**src/rtl/road_flag_scanner.sv**
```systemverilog
module road_flag_scanner #(
  parameter int ROWS = 16,
  parameter int COLS = 16
) (
  input  logic                                   clk,
  input  logic                                   rst_n,
  input  logic                                   load,
  input  logic [COLS*ROWS-1:0]                   flags_in,
  input  logic                                   ready,
  output logic                                   valid,
  output logic [$clog2(COLS)+$clog2(ROWS)-1:0]   addr,
  output logic                                   empty
);
  localparam int RW = $clog2(ROWS);
  localparam int CW = $clog2(COLS);
  localparam int NF = COLS * ROWS;

  logic [NF-1:0] flags;
  logic [COLS-1:0] col_hit;
  logic [RW-1:0] col_row [COLS];

  for (genvar c = 0; c < COLS; c++) begin : g_col
    for (genvar l = 0; l <= RW; l++) begin : lv
      localparam int N = ROWS >> l;
      logic [N-1:0] h;
      logic [RW-1:0] ix [N];
      if (l == 0) begin : g_leaf
        assign h = flags[c*ROWS +: ROWS];
        for (genvar n = 0; n < N; n++) begin : g_z
          assign ix[n] = '0;
        end
      end else begin : g_node
        for (genvar n = 0; n < N; n++) begin : g_n
          assign h[n]  = lv[l-1].h[2*n] | lv[l-1].h[2*n+1];
          assign ix[n] = lv[l-1].h[2*n] ? lv[l-1].ix[2*n]
                                        : (lv[l-1].ix[2*n+1] | (RW'(1) << (l-1)));
        end
      end
    end
    assign col_hit[c] = lv[RW].h[0];
    assign col_row[c] = lv[RW].ix[0];
  end

  for (genvar l = 0; l <= CW; l++) begin : g_top
    localparam int N = COLS >> l;
    logic [N-1:0] h;
    logic [CW-1:0] cx [N];
    logic [RW-1:0] rx [N];
    if (l == 0) begin : g_leaf
      assign h = col_hit;
      for (genvar n = 0; n < N; n++) begin : g_z
        assign cx[n] = '0;
        assign rx[n] = col_row[n];
      end
    end else begin : g_node
      for (genvar n = 0; n < N; n++) begin : g_n
        assign h[n]  = g_top[l-1].h[2*n] | g_top[l-1].h[2*n+1];
        assign cx[n] = g_top[l-1].h[2*n] ? g_top[l-1].cx[2*n]
                                         : (g_top[l-1].cx[2*n+1] | (CW'(1) << (l-1)));
        assign rx[n] = g_top[l-1].h[2*n] ? g_top[l-1].rx[2*n] : g_top[l-1].rx[2*n+1];
      end
    end
  end

  assign valid = g_top[CW].h[0];
  assign addr  = {g_top[CW].cx[0], g_top[CW].rx[0]};
  assign empty = ~valid;

  always_ff @(posedge clk) begin
    if (!rst_n)                flags <= '0;
    else if (load && empty)    flags <= flags_in;
    else if (valid && ready)   flags[addr] <= 1'b0;
  end

  a_r2_reported_is_set: assert property (@(posedge clk) disable iff (!rst_n)
    valid |-> flags[addr]);
  a_r4_cleared_after_accept: assert property (@(posedge clk) disable iff (!rst_n)
    (valid && ready) |=> !flags[$past(addr)]);
  a_r3_ascending: assert property (@(posedge clk) disable iff (!rst_n)
    (valid && ready) |=> (!valid || addr > $past(addr)));
  a_r5_hold: assert property (@(posedge clk) disable iff (!rst_n)
    (valid && !ready) |=> (valid && $stable(addr)));
  a_r6_busy_load_ignored: assert property (@(posedge clk) disable iff (!rst_n)
    (load && !empty && !ready) |=> (flags == $past(flags)));
  a_r7_stay_empty: assert property (@(posedge clk) disable iff (!rst_n)
    (empty && !load) |=> empty);
endmodule

```
**config.mk**
```make
export PLATFORM = sky130hd
export DESIGN_NAME = road_flag_scanner
export DESIGN_NICKNAME = d
export VERILOG_FILES = /design/src/rtl/road_flag_scanner.sv
export SDC_FILE = /design/constraint.sdc
export NUM_CORES = 1
export LEC_CHECK = 0
export ABC_AREA = 1
export ABC_CLOCK_PERIOD_IN_PS = 3300
export BUFFER_PORTS_ARGS = -buffer_cell sky130_fd_sc_hd__buf_2
export CAP_MARGIN = 25
export CORE_ASPECT_RATIO = 0.5
export CORE_MARGIN = 2
export CORE_UTILIZATION = 58
export CTS_BUF_LIST = sky130_fd_sc_hd__clkbuf_8
export DETAILED_ROUTE_END_ITERATION = 10
export PLACE_DENSITY = 0.82
export SLEW_MARGIN = 5
export SYNTH_ARGS = -nofsm -noshare
export SYNTH_HDL_FRONTEND = slang
export SYNTH_SLANG_ARGS = --single-unit
export TNS_END_PERCENT = 30
```
**constraint.sdc**
```tcl
create_clock -name clk -period 3.3 [get_ports clk]
set_clock_uncertainty 0.1 [all_clocks]
set_input_delay 0.66 -clock clk [delete_from_list [all_inputs] [get_ports clk]]
set_output_delay 0.66 -clock clk [all_outputs]
set_load 0.02 [all_outputs]
```
== Word level (Yosys, flattened, before mapping) ==
Index checks and enable logic that the tools add are counted.
Word-level totals
  memories kept: 0
  memory bits (writable): 0
  word-level logic and storage cells: 539
  bits in latches: 0
  flip-flop bits (word level): 256
  input bits: 260
  output and inout bits: 10
  ROM bits: 0
Cells by class
  bitwise gates (word level): 258
  div/mod/pow operators: 0
  equality and inequality tests: 0
  add/sub/neg operators: 0
  shifts and indexed selects: 0
  muxes and demuxes: 274
  magnitude comparators: 2
  multipliers: 0
  reduce and logical (&&, ||, !) cells: 4
Operators with widths (number)
  two-way mux 256 bit: 2
  bitwise AND 256 bit: 1
  inverter 256 bit: 1
  bitwise OR 1 bit: 255
  two-way mux 4 bit: 46
  two-way mux 1 bit: 137
  two-way mux 2 bit: 56
  two-way mux 3 bit: 32
  less-than comparator 8 x 9 -> 1 bit, second input constant: 1
  demux 1 bit (select 8 bit): 1
  >= comparator 8 x 1 -> 1 bit, second input constant: 1
  logical AND 1 bit: 3
  nonzero test 2 bit: 1
  inverter 1 bit: 1

== Depth between registers and ports, before layout ==
  depth in word-level cells: 16
  mapped depth: 18
  mapped depth without buffers: 17

== Worst setup path after synthesis ==
OpenSTA, ideal clock, no wires.
  path type: reg2out
  start point: reg flags[50]
  end point: out addr[0]
  setup slack: 485 ps
  stages on the path, launching flop included: 13
  arrival: 2055 ps
  data required time: 2540 ps
  path buffers: 2
  cells stage by stage: dfxtp_1 -> nor2_1 -> nand2_1 -> nor2_2 -> nand2_1 -> nor2_2 -> nand2_4 -> nor2_8 -> nand3_1 -> nand2_2 -> buf_2 -> buf_2 -> inv_1
On the way
  word-level cells in the longest chain between the ends: 8
  elaborated cells on any way between the ends: 15
  classes of those cells: mux: 8; bitwise: 7
Ends and longest elaborated chain
  start: declaration: line 18  | logic [NF-1:0] flags;
  start signal: assignment: line 71  | else if (load && empty) flags <= flags_in;
  two-way mux 1 bit / bitwise OR 1 bit (equally long branches): line 35, 34
  two-way mux 2 bit / bitwise OR 1 bit (equally long branches): line 35, 34
  two-way mux 3 bit / bitwise OR 1 bit (equally long branches): line 35, 34
  two-way mux 4 bit / bitwise OR 1 bit (equally long branches): line 35, 34
  two-way mux 4 bit / bitwise OR 1 bit (equally long branches) (3 in a row): line 60, 57
  two-way mux 4 bit *: line 60  | assign rx[n] = g_top[l-1].h[2*n] ? g_top[l-1].rx[2*n] : g_top[l-1].rx[2*n+1];
  end: declaration: line 11  | output logic [$clog2(COLS)+$clog2(ROWS)-1:0] addr,
Every way passes the cells marked *; elsewhere a longest branch is shown, timed or not.

== Worst setup path in the final report ==
  start point: reg flags[88]
  end point: out addr[1]
On the way
  word-level cells in the longest chain between the ends: 8
  elaborated cells on any way between the ends: 14
  classes of those cells: mux: 7; bitwise: 7
Ends and longest elaborated chain
  bitwise OR 1 bit *: line 34  | assign h[n] = lv[l-1].h[2*n] | lv[l-1].h[2*n+1];
  two-way mux 2 bit / bitwise OR 1 bit (equally long branches): line 35, 34
  two-way mux 3 bit / bitwise OR 1 bit (equally long branches): line 35, 34
  two-way mux 4 bit / bitwise OR 1 bit (equally long branches): line 35, 34
  two-way mux 4 bit / bitwise OR 1 bit (equally long branches) (3 in a row): line 60, 57
  two-way mux 4 bit *: line 60
Marks and branches as above.

==> impl_metrics.env <==
export IMPL_root_buffer="clkbuf_8"
export IMPL_hold_viol=0
export IMPL_hpwl_mm=32.56
export IMPL_cts_htree_levels=2
export IMPL_antenna_found_initial=8
export IMPL_path_cells="nor2_2 -> nand2_2 -> nor2_1 -> nand2_2 -> nor2_4 -> nand2_2 -> clkinv_1 -> nand2_4 -> nor2_4 -> nand2_2 -> nand3_4 -> buf_6"
export IMPL_viasPerCell=5.802
export IMPL_arrival_ps=2530
export IMPL_start_util=0.5894
export IMPL_drive_above_1_share=0.2138
export IMPL_dieWidth_um=230.0
export IMPL_gp_congestion=0.9271
export IMPL_cts_hold_buffers=0
export IMPL_cp_num_buf_inv=2
export IMPL_dp_cells=2830
export IMPL_synthFlopType="dfxtp_1"
export IMPL_reg_largest_list="flags: 256 flops"
export IMPL_slew_violations=0
export IMPL_post_route_min_period_ps=3295
export IMPL_wl_met3_mm=4.502
export IMPL_finalWirelength_mm=48.47
export IMPL_clock_latency_ps=560
export IMPL_clk_pin_slew_worst_paths_ps=70
export IMPL_yosysMostFrequentCell="nand2_1"
export IMPL_dr_pass1_iters=6
export IMPL_rrSetupSlack_ps=250
export IMPL_rr_startpoint="flags[196]"
export IMPL_synth_cells=2325
export IMPL_vias=16970
export IMPL_setup_viol=0
export IMPL_cts_sinks=256
export IMPL_critPathMaxFanout=6
export IMPL_cp_endpoint="addr[1]"
export IMPL_cts_buffers=38
export IMPL_die_area_um2=26920
export IMPL_largest_reg_flops=256
export IMPL_setup_worst_path_start="flags[88]"
export IMPL_regMostFlops="flags"
export IMPL_final_cells=2925
export IMPL_syn_nets=2585
export IMPL_first_iter_violations=1757
export IMPL_dr_max_layer_used="met4"
export IMPL_ys_async_sr_fraction=0
export IMPL_rows=41
export IMPL_final_core_utilization=0.7048
export IMPL_relSlewSlack=0.5158
export IMPL_final_nets=2804
export IMPL_rsz0062_at_grt="yes"
export IMPL_synth_avg_cell_area_um2=6.373
export IMPL_grt_pass1_vias=15100
export IMPL_synthTopCellsByArea="dfxtp_1, nand2_1, a21oi_1, o21ai_0, nand3_1"
export IMPL_status="finished, final reports clean"
export IMPL_cts_tree="done"
export IMPL_tightest_slew_ps=726.2
export IMPL_r2r_end="flags[63]"
export IMPL_path_delay_family="simple AND/OR/NAND/NOR gates"
export IMPL_fill_cells=2253
export IMPL_worstSetupStartpointType="flip-flop"
export IMPL_finalCritPeriodShare=0.9985
export IMPL_yosysWarnings=0
export IMPL_yosysTopAreaCell="dfxtp_1"
export IMPL_cpPeakStageDelay_ps=340
export IMPL_synth_cell_types=31
export IMPL_drt_met1_wl_mm=21.05
export IMPL_reg2reg_depth=14
export IMPL_hold_path_class="in -> reg"
export IMPL_dieHeight_um=117.0
export IMPL_crit_cells=12
export IMPL_track_usage=0.3432
export IMPL_yosysSeqAreaShare=0.3459
export IMPL_clockBufferDepth=3
export IMPL_grt_ovfl_total=0
export IMPL_grt_pass1_wl_mm=74.87
export IMPL_ioPinCount=270
export IMPL_met2_length_mm=21.59
export IMPL_syn_area_um2=14820
export IMPL_areaGrowthSynthToFinish_pct=19.57
export IMPL_path_common_cell="nand2_2"
export IMPL_cap_violations=0
export IMPL_core_area_um2=25140
export IMPL_synthTopCellsByCount="nand2_1, a21oi_1, o21ai_0"
export IMPL_drc_errors=0
export IMPL_grt_max_degree=132
export IMPL_drtAntennaViolNets=0
export IMPL_fmax_ghz=0.3035
export IMPL_cp_end_kind="output port"
export IMPL_worst_setup_path_type="reg -> out"
export IMPL_wl_per_cell_um=16.57
export IMPL_io_buffer_count=269
export IMPL_crit_slowest_cell="dfxtp_1"
export IMPL_synth_seq_cells=256
export IMPL_yosys_area_top_type_share=0.3459
export IMPL_synth_edf_count=0
export IMPL_cp_data_required_time_ps=2540
==> timing repair <==
| action | 4_1_cts | 5_1_grt |
|---|---|---|
| setup buffers | 5 | 14 |
| resized for setup | 27 | 104 |
| endpoints found under the setup margin | 7 | 7 |
| pin swaps | 6 | 26 |
==> worst register-to-register path: cells and delay by family, from the launching register on <==
kind,cells,cell delay [ps]
AO/OA/AOI/OAI,2,330
buffers and inverters,1,100
flip-flops,1,340
AND/OR/NAND/NOR,11,2030
==> logic make-up (layout without fill, tap and decap cells) <==
family                 Yosys count  after routing  share of synthesized area
AOI/OAI and AO/OA              658            658                     0.2245
buffers and inverters          302            550                    0.08748
DFF                            256            256                     0.3459
other                            0              8                          0
and+or+nand+nor               1109           1109                     0.3422
==> cells in the final DEF, fill, tap and decap left out, types with 2 or more instances in the layout <==
cell type / instances
nor2_4: 27
buf_12: 12
inv_2: 5
a21oi_1: 334
nand4_1: 131
nor3_2: 4
nor2_8: 2
buf_2: 263
a21boi_0: 3
nor2_2: 60
buf_4: 53
a21oi_2: 2
o211ai_1: 5
nand2_1: 500
nand2_4: 10
diode_2: 8
clkinv_2: 5
nor2_1: 124
nor3_4: 2
nand2_8: 3
o21ai_1: 6
nand3_1: 202
dfxtp_1: 255
o21bai_1: 3
nand2_2: 35
inv_1: 153
nand3_2: 6
o21ai_0: 301
a31oi_1: 2
buf_6: 3
clkbuf_8: 52
==> cell type report <==
| cell class | instances | area, um^2 | area share |
|---|---|---|---|
| timing repair buffer | 332 | 1996 | 0.1126 |
| sequential | 256 | 5126 | 0.2894 |
| multi-input combinational | 1767 | 8783 | 0.4958 |
| inverter | 149 | 574.3 | 0.03242 |
| clock buffer | 52 | 715.7 | 0.04040 |
| tap | 344 | 430.4 | 0.02430 |
| antenna | 8 | 20.02 | 0.001130 |
| clock inverter | 17 | 70.07 | 0.003955 |
==> through the flow <==
stage	worst slack [ps]	setup TNS, ps	area (um^2)	hold WS (ps)
after detailed placement	279.6	0	16370	350.5
final	5.034	0	17720	270.4
after global routing	-110.2	-264.7	17720	280.3
after floorplan	484.8	0	14820	337.2
after global placement	298.8	0	16370	348.5
after CTS	-15.30	-15.30	17300	256.2
==> how the worst min path moves through the flow <==
stage	start	to	slack [ps]	cells past startpoint
5_1_grt	flags_in[42]	flags[42]	280	3
3_3_place_gp	flags[23]	flags[23]	350	2
4_1_cts	flags_in[189]	flags[189]	260	3
3_5_place_dp	flags[167]	flags[167]	350	2
2_1_floorplan	flags[135]	flags[135]	340	2
6_report	flags_in[189]	flags[189]	270	3
==> layer usage <==
layer  GRT usage  up-vias
li1            -     8346
met1      0.4732     7743
met2      0.5514      789
met3     0.05693       92
met4      0.1196        0
met5           0        -
Power is not shown: default switching activity piles up to over one toggle a cycle in this logic, so the estimate is an artifact.
